<file path="src/rtl/icu_pkg.sv">
// Package: types shared by the input capture unit.
// Assumes: nothing beyond standard SystemVerilog.
package icu_pkg;
    typedef enum logic {
        EDGE_FALL = 1'b0,
        EDGE_RISE = 1'b1
    } edge_sel_e;
endpackage

</file>
<file path="src/rtl/icu_edge_detect.sv">
// Module: synchronizes the asynchronous capture pin and reports one event
//         per selected edge, only while enabled.
// Assumes: STAGES >= 2. The pin is held low while reset is applied.
module icu_edge_detect
    import icu_pkg::*;
#(
    parameter int STAGES = 2
) (
    input  logic      clk,
    input  logic      rst_n,
    input  logic      pin_i,
    input  edge_sel_e edge_sel_i,
    input  logic      enable_i,
    output logic      event_o
);
    logic [STAGES-1:0] sync_q;
    logic              prev_q;
    logic              synced;

    // Shift the pin through the synchronizer chain.
    always_ff @(posedge clk) begin
        if (!rst_n) sync_q <= '0;
        else        sync_q <= {sync_q[STAGES-2:0], pin_i};
    end

    assign synced = sync_q[STAGES-1];

    // Keep the last synchronized level for edge comparison.
    always_ff @(posedge clk) begin
        if (!rst_n) prev_q <= 1'b0;
        else        prev_q <= synced;
    end

    // Pick the polarity and gate the event with the enable.
    always_comb begin
        if (edge_sel_i == EDGE_RISE) event_o = enable_i &  synced & ~prev_q;
        else                         event_o = enable_i & ~synced &  prev_q;
    end
endmodule

</file>
<file path="src/rtl/icu_capture_reg.sv">
// Module: capture register. It loads the counter on an event, or
//         software data while in TOP mode.
// Assumes: the event is already suppressed by the caller in TOP mode.
module icu_capture_reg #(
    parameter int WIDTH = 16
) (
    input  logic             clk,
    input  logic             rst_n,
    input  logic             cap_evt_i,
    input  logic [WIDTH-1:0] cnt_i,
    input  logic             top_mode_i,
    input  logic             wr_en_i,
    input  logic [WIDTH-1:0] wr_data_i,
    output logic [WIDTH-1:0] value_o
);
    // Load on capture first, otherwise on a software write in TOP mode.
    always_ff @(posedge clk) begin
        if (!rst_n)                     value_o <= '0;
        else if (cap_evt_i)             value_o <= cnt_i;
        else if (top_mode_i && wr_en_i) value_o <= wr_data_i;
    end

    a_r2_capture_loads: assert property (@(posedge clk) disable iff (!rst_n)
        cap_evt_i |=> value_o == $past(cnt_i));

    a_r7_write_ignored: assert property (@(posedge clk) disable iff (!rst_n)
        (!cap_evt_i && !top_mode_i) |=> value_o == $past(value_o));

    a_r5_top_no_capture: assert property (@(posedge clk) disable iff (!rst_n)
        (top_mode_i && !wr_en_i) |=> value_o == $past(value_o));
endmodule

</file>
<file path="src/rtl/icu_flag_ctrl.sv">
// Module: sticky capture flag with two clear sources, and the interrupt
//         request built from it.
// Assumes: a set takes priority over a clear in the same cycle.
module icu_flag_ctrl (
    input  logic clk,
    input  logic rst_n,
    input  logic set_i,
    input  logic clr_i,
    input  logic ack_i,
    input  logic irq_en_i,
    output logic flag_o,
    output logic irq_o
);
    // Update the flag: set wins over either clear.
    always_ff @(posedge clk) begin
        if (!rst_n)              flag_o <= 1'b0;
        else if (set_i)          flag_o <= 1'b1;
        else if (clr_i || ack_i) flag_o <= 1'b0;
    end

    // Request an interrupt while the flag is set and enabled.
    assign irq_o = flag_o & irq_en_i;

    a_r3_flag_set: assert property (@(posedge clk) disable iff (!rst_n)
        set_i |=> flag_o);

    a_r6_flag_cleared: assert property (@(posedge clk) disable iff (!rst_n)
        (!set_i && (clr_i || ack_i)) |=> !flag_o);

    a_r6_flag_holds: assert property (@(posedge clk) disable iff (!rst_n)
        (!set_i && !clr_i && !ack_i) |=> flag_o == $past(flag_o));
endmodule

</file>
<file path="src/rtl/icu_capture_unit.sv">
// Module: top of the input capture unit. It joins the edge detector, the
//         capture register and the flag controller.
// Assumes: cnt_value is synchronous to clk. In TOP mode the pin is ignored.
module icu_capture_unit
    import icu_pkg::*;
#(
    parameter int CNT_W       = 16,
    parameter int SYNC_STAGES = 2
) (
    input  logic             clk,
    input  logic             rst_n,
    input  logic             cap_pin,
    input  logic             edge_rise,
    input  logic [CNT_W-1:0] cnt_value,
    input  logic             top_mode,
    input  logic             irq_en,
    input  logic             sw_wr_en,
    input  logic [CNT_W-1:0] sw_wr_data,
    input  logic             flag_clr,
    input  logic             irq_ack,
    output logic [CNT_W-1:0] cap_value,
    output logic             cap_flag,
    output logic             irq_req
);
    logic      cap_evt;
    edge_sel_e edge_sel;

    assign edge_sel = edge_sel_e'(edge_rise);

    icu_edge_detect #(.STAGES(SYNC_STAGES)) u_edge (
        .clk       (clk),
        .rst_n     (rst_n),
        .pin_i     (cap_pin),
        .edge_sel_i(edge_sel),
        .enable_i  (!top_mode),
        .event_o   (cap_evt)
    );

    icu_capture_reg #(.WIDTH(CNT_W)) u_reg (
        .clk       (clk),
        .rst_n     (rst_n),
        .cap_evt_i (cap_evt),
        .cnt_i     (cnt_value),
        .top_mode_i(top_mode),
        .wr_en_i   (sw_wr_en),
        .wr_data_i (sw_wr_data),
        .value_o   (cap_value)
    );

    icu_flag_ctrl u_flag (
        .clk     (clk),
        .rst_n   (rst_n),
        .set_i   (cap_evt),
        .clr_i   (flag_clr),
        .ack_i   (irq_ack),
        .irq_en_i(irq_en),
        .flag_o  (cap_flag),
        .irq_o   (irq_req)
    );

    a_r4_irq_when_enabled: assert property (@(posedge clk) disable iff (!rst_n)
        (cap_flag && irq_en) |-> irq_req);

    a_r5_top_flag_stable: assert property (@(posedge clk) disable iff (!rst_n)
        (top_mode && !flag_clr && !irq_ack) |=> cap_flag == $past(cap_flag));
endmodule

</file>
<file path="config.mk">
export PLATFORM = sky130hd
export DESIGN_NAME = icu_capture_unit
export DESIGN_NICKNAME = d
export VERILOG_FILES = /design/src/rtl/icu_pkg.sv /design/src/rtl/icu_edge_detect.sv /design/src/rtl/icu_capture_reg.sv /design/src/rtl/icu_flag_ctrl.sv /design/src/rtl/icu_capture_unit.sv
export SDC_FILE = /design/constraint.sdc
export NUM_CORES = 1
export LEC_CHECK = 0
export ABC_AREA = 1
export BUFFER_PORTS_ARGS = -buffer_cell sky130_fd_sc_hd__buf_2
export CORE_MARGIN = 2
export CORE_UTILIZATION = 35
export CTS_CLUSTER_SIZE = 24
export DETAILED_ROUTE_END_ITERATION = 8
export GPL_ROUTABILITY_DRIVEN = 0
export PLACE_DENSITY = 0.75
export SLEW_MARGIN = 5
export SYNTH_ARGS = -nofsm -noshare
export SYNTH_HDL_FRONTEND = slang
export SYNTH_HIERARCHICAL = 1
export SYNTH_SLANG_ARGS = --single-unit
</file>
<file path="constraint.sdc">
create_clock -name clk -period 1.2 [get_ports clk]
set_clock_uncertainty 0.1 [all_clocks]
set_input_delay 0.06 -clock clk [delete_from_list [all_inputs] [get_ports clk]]
set_output_delay 0.06 -clock clk [all_outputs]
set_load 0.05 [all_outputs]
</file>
==> results of run 1 <==
[through the flow]
step / TNS (ns) / area, um^2 / utilization (%)
final: -1.417 / 1883 / 62.19
after global routing: -3.016 / 1883 / 62.19
after CTS: -0.9009 / 1851 / 61.12
after detailed placement: -2.043 / 1453 / 47.98
after global placement: -0.9949 / 1453 / 47.98
after floorplan: -0.1459 / 1104 / -
[cells in the mapped netlist (all sizes together)]
| master | number | share of area (%) |
|---|---|---|
| clkbuf | 1 | 0.34 |
| nand4 | 2 | 1.1 |
| nand2 | 70 | 24 |
| nor2 | 32 | 11 |
| inv | 29 | 9.9 |
| dfxtp | 20 | 36 |
| a21oi | 2 | 2.3 |
| nand3 | 17 | 7.7 |
| buf | 8 | 7.1 |
[critical path, delay by kind of cell (launching register included)]
| kind | cells | cell delay [ns] |
|---|---|---|
| flops | 1 | 0.35 |
| buf+inv | 3 | 0.26 |
| simple gates | 6 | 0.58 |
[sequential cells by signal, summed over array words and instances, names as in the netlist]
register and count:
u_reg/value_o 16, u_edge/sync_q 2, u_edge/prev_q 1, u_flag/flag_o 1
[cells by family after synthesis]
logic type	after synthesis
AND/OR/NAND/NOR	121
buffers and inverters	38
flip-flops	20
AO/OA/AOI/OAI	2
[power by group]
group          switching (W)  internal [W]
clock               0.000197      0.000117
combinational       0.000337      0.000242
sequential         0.0000212      0.000712
total               0.000556       0.00107
[worst max-delay path by stage]
stage	start	end	cells after the start	slack, ns
floorplan	u_edge/sync_q[1]$_SDFF_PN0_	u_reg/value_o[0]$_SDFFE_PN0P_	10	-0.01
global placement	u_edge/sync_q[1]$_SDFF_PN0_	u_reg/value_o[3]$_SDFFE_PN0P_	9	-0.07
detailed placement	u_edge/sync_q[1]$_SDFF_PN0_	u_reg/value_o[13]$_SDFFE_PN0P_	9	-0.15
CTS	u_edge/sync_q[1]$_SDFF_PN0_	u_reg/value_o[13]$_SDFFE_PN0P_	8	-0.08
global route	u_edge/sync_q[1]$_SDFF_PN0_	u_reg/value_o[13]$_SDFFE_PN0P_	9	-0.24
finish	u_edge/sync_q[1]$_SDFF_PN0_	u_reg/value_o[13]$_SDFFE_PN0P_	9	-0.18
[area by class of cell]
class	count	area, um^2
fillers	278	1145
repair buffers	101	729.5
multi-input cells	123	560.5
flip-flops and latches	20	404.1
inverters	29	111.4
well taps	44	55.05
clock buffers	3	22.52
[what timing repair did]
action	CTS	global route
endpoints found under the hold margin	18	0
hold buffers	35	0
setup endpoints to repair	17	17
pin swaps	3	8
gates resized for setup	11	13
[routing by layer]
| metal | global-route usage, % | vias to the layer above | share of wire [%] |
|---|---|---|---|
| met2 | 37.42 | 36 | 56 |
| met4 | 9.841 | 0 | 0.81 |
| met3 | 2.165 | 2 | 3.6 |
| met5 | 0 | - | 0 |
| li1 | - | 721 | - |
| met1 | 17.57 | 567 | 39 |
==> metrics.yaml, run 1 <==
sta:
  rsz0062_at_grt: "yes"
  layout_setup_ws_ns: -0.1808
  setup_violations: 17
  min_period_over_period_pct: 115.1
  tightest_slew_ns: 0.3734
  slew_viol_final: 0
  clock.fmax_mhz: 724.2
  relSlewSlack_pct: 75.10
  finalHoldViolations: 0
  min_period_ns: 1.381
  hold-worst-slack_ns: 0.05972
floorplan:
  rows: 20
  die-area_mm2: 0.003603
  coreArea_mm2: 0.003028
  initial_core_util_pct: 36.28
  ios: 59
  die_x_um: 60.03
  die-height_um: 60.03
critical_path:
  cp_cell_sequence: "inv_2 > nand4_1 > nand2_2 > inv_4 > buf_12 > nand2_1 > nand2_1 > nor2_2 > nor2_2"
  r2r_end: "u_reg/value_o[13]$_SDFFE_PN0P_"
  regToRegSetupSlack_ns: -0.18
  reg2reg_depth: 9
  cp_data_required_time_ns: 1.30
  worstReg2RegStart: "u_edge/sync_q[1]$_SDFF_PN0_"
  critPathCaptureType: "flip-flop"
  cpPeakStageDelay_ns: 0.35
  crit_type: "reg2reg"
  start_kind: "flip-flop"
  critPathSlowestCell: "dfxtp_2"
  cp.arrival_ns: 1.48
  worstPathMaxFanout: 13
final_layout:
  areaGrowthSynthToFinish_pct: 71.41
  mostFrequentLayoutCell: "buf_2"
  drive_gt1_share_pct: 35.51
  fin_nets: 319
  stdcell_count: 320
  n_antenna_cell: 0
  layout_common_cells: "58 x buf_2, 51 x nand2_1, 35 x dlygate4sd3_1"
synth:
  syn-num-nets: 222
  synth_top_family_by_area: "simple AND/OR/NAND/NOR gates"
  yosysSeqAreaShare_pct: 36.45
  synthSimpleGateAreaFrac_pct: 43.96
  syn_inst: 181
  synth_mux_area_share_pct: 0
  syn_avg_cell_area_um2: 6.069
  synth_compound_gate_area_share_pct: 2.278
  ys_ff_latch: 20
  netlist_area_mm2: 0.001099
  yosysUniqueCellTypes: 13
  ys_warn_count: 6
  synth_adder_area_share_pct: 0
  synth_xor_area_share_pct: 0
placed_design:
  hpwl_um: 1960
  dp_cells: 282
  dp_slack_ns: -0.1495
  io_buffers: 58
route:
  final_antenna_net_count: 0
  wirelength_um: 3353
  drc: 0
  wire_per_inst_um: 10.48
  routed_via_density: 4.144
  first_iter_violations: 25
  drtPass1Iterations: 5
  num_vias: 1326
outcome:
  outcome: "finished with violations"
  violations: "negative setup slack"
clocking:
  numCtsBuffers: 3
  insertion_delay_ns: 0.29
  cts.sinks: 20
  clkTransAtPathRegs_ns: 0.10
  post_cts_buffers: 0
  htreeDepth: 1
  cts_root_buf: "clkbuf_4"
  clockBufferDepth: 2
  cts_tree: "done"
global_route:
  grt_use_total_pct: 18.52
  antenna_found_initial: 0
  grt_pass1_vias: 1205
  gr-total-overflow: 0
  grt_pass1_wl_um: 4912
  grt_max_degree: 21
power:
  power_density_mw_per_mm2: 863.6
  vdd_drop_max_mv: 0.3655
  finalPower_w: 0.001626
  leakagePower_nw: 1.044
hold_path:
  worstHoldEndpoint: "u_edge/sync_q[0]$_SDFF_PN0_"
  hold_class: "in2reg"
  hold_start: "rst_n"
  whs_path_depth: 3
flow_run:
  drv_cap: 0
No activity file was read; power rests on OpenSTA's default activity.
==> run 2, diff against run 1 <==
Clock period 1.2 ns to 1.14 ns, I/O delays scaled along.
==> metrics.yaml, run 2 (synthesis gave the netlist of run 1 again) <==
critical_path:
  critPathCaptureType: "flip-flop"
  worstPathMaxFanout: 13  # unchanged
  start_kind: "flip-flop"
  crit_type: "reg2reg"
  cp.arrival_ns: 1.37  # -0.11 ns
  crit_path_end: "u_reg/value_o[12]$_SDFFE_PN0P_"
  reg2reg_depth: 8  # -1
  crit_start: "u_edge/sync_q[1]$_SDFF_PN0_"
  cp_data_required_time_ns: 1.24  # -0.06 ns
  r2r_end: "u_reg/value_o[12]$_SDFFE_PN0P_"
  regToRegSetupSlack_ns: -0.13  # +0.05 ns
  worstReg2RegStart: "u_edge/sync_q[1]$_SDFF_PN0_"
sta:
  layout_setup_ws_ns: -0.1299  # +0.05085 ns
  finalHoldViolations: 0  # unchanged
  tightest_slew_ns: 0.3688  # -0.004600 ns
  min_period_ns: 1.270  # -0.1108 ns
  rsz0062_at_grt: "yes"
  clock.fmax_mhz: 787.5  # +8.7%
  relSlewSlack_pct: 75.41  # +0.31 points
  slew_viol_final: 0  # unchanged
  setup_violations: 17  # unchanged
  min_period_over_period_pct: 111.4  # -3.7 points
  hold-worst-slack_ns: 0.05158  # -0.008137 ns
outcome:
  violations: "negative setup slack"
  outcome: "finished with violations"
global_route:
  grt_use_total_pct: 18.35  # -0.17 points
  grtUsageMet3_pct: 1.948  # -0.22 points
  grt_pass1_vias: 1214  # +0.75%
  antenna_found_initial: 0  # unchanged
  grt_max_degree: 21  # unchanged
  grt_util_met1_pct: 18.65  # +1.1 points
  gr-total-overflow: 0  # unchanged
  grt_pass1_wl_um: 4816  # -2.0%
  grt_util_met2_pct: 34.94  # -2.5 points
  grt.busiest_layer: "met2"
hold_path:
  whs_path_depth: 3  # unchanged
  hold_class: "in2reg"
clocking:
  cts_root_buf: "clkbuf_4"
  cts_tree: "done"
  numCtsBuffers: 3  # unchanged
  insertion_delay_ns: 0.29  # about the same
  clkTransAtPathRegs_ns: 0.10  # about the same
  clockBufferDepth: 2  # unchanged
  htreeDepth: 1  # unchanged
  cts.sinks: 20  # unchanged
placed_design:
  io_buffers: 58  # unchanged
  hpwl_um: 1850  # -5.6%
  placed_cell_area_mm2: 0.001453  # unchanged
power:
  leakagePower_nw: 1.040  # -0.40%
  vdd_drop_max_mv: 0.5572  # +52%
  power_density_mw_per_mm2: 916.5  # +6.1%
floorplan:
  initial_core_util_pct: 36.28  # unchanged
  rows: 20  # unchanged
  coreArea_mm2: 0.003028  # unchanged
  ios: 59  # unchanged
  die_x_um: 60.03  # unchanged
  die-area_mm2: 0.003603  # unchanged
  die-height_um: 60.03  # unchanged
final_layout:
  fill_cells: 286  # +2.9%
  finish.instance_area_mm2: 0.001851  # -1.7%
  drive_gt1_share_pct: 30.80  # -4.7 points
  largestRegisters: "u_reg/value_o x16, u_edge/sync_q x2"
  mostFrequentLayoutCell: "nand2_1"
  top_register: "u_reg/value_o"
  fin_nets: 319  # unchanged
  areaGrowthSynthToFinish_pct: 68.45
  n_antenna_cell: 0  # unchanged
  largest_register_ffs: 16  # unchanged
  layout_common_cells: "61 x nand2_1, 57 x buf_2, 35 x dlygate4sd3_1"
route:
  wire_per_inst_um: 9.916  # -5.4%
  drtPass1Iterations: 4  # -1
  drc: 0  # unchanged
  num_vias: 1326  # unchanged
  final_antenna_net_count: 0  # unchanged
  routed_via_density: 4.144  # unchanged
  wirelength_um: 3173  # -5.4%
  first_iter_violations: 24  # -4.0%
flow_run:
  drv_cap: 0  # unchanged
run 2: cell counts in the layout (fill, tap and decap cells not counted):
No cell type changed its count.
run 2: layer usage:
layer	routed length [um]	share of wire, %	up-vias
li1	-	-	719
met1	1278	40	558
met2	1677	53	38
met3	82	2.6	11
met4	135	4.3	0
met5	0	0	-
run 2: critical path: stages, from the launching register on:
cell     delay, ns
dfxtp_2       0.36
nand4_1       0.10
nand2_2       0.16
inv_4         0.07
buf_12        0.14
nand2_1       0.06
nand2_1       0.05
nor2_1        0.09
nor2_1        0.04
run 2: through the flow:
step | setup slack (ns) | util [%] | power (W) | TNS, ns | instances
floorplan | -0.07046 | - | 0.001129 | -1.041 | 181
global placement | -0.1334 | 47.98 | 0.001272 | -1.997 | 282
detailed placement | -0.1784 | 47.98 | 0.001276 | -2.662 | 282
CTS | -0.1214 | 60.95 | 0.001707 | -1.708 | 320
global route | -0.2340 | 61.12 | 0.001790 | -3.329 | 320
finish | -0.1299 | 61.12 | 0.001696 | -1.673 | 320
run 2: cell type report:
cell class,instances,area [um^2],area share [%]
timing repair buffer,101,728.2,39.35
multi-input combinational,123,530.5,28.67
sequential,20,402.9,21.77
inverter,29,111.4,6.018
tap,44,55.05,2.975
clock buffer,3,22.52,1.217
run 2: worst min-delay path by stage:
stage | from | end
floorplan | rst_n | u_edge/sync_q[0]$_SDFF_PN0_
global placement | cap_pin | u_edge/sync_q[0]$_SDFF_PN0_
detailed placement | cap_pin | u_edge/sync_q[0]$_SDFF_PN0_
CTS | rst_n | u_edge/sync_q[0]$_SDFF_PN0_
global route | rst_n | u_reg/value_o[7]$_SDFFE_PN0P_
finish | rst_n | u_flag/flag_o$_SDFFE_PN0P_
run 2: what timing repair did:
action                                  CTS  global route
endpoints found under the setup margin   18            17
resized for setup                         8             3
endpoints found under the hold margin    18             0
gates cloned                              0             0
buffers inserted                          0             0
pin swaps                                 1             1
hold buffers                             35             0
run 2: power breakdown:
group	switching, W	internal (W)
logic	0.000344	0.000250
registers	0.0000220	0.000749
clock network	0.000208	0.000123
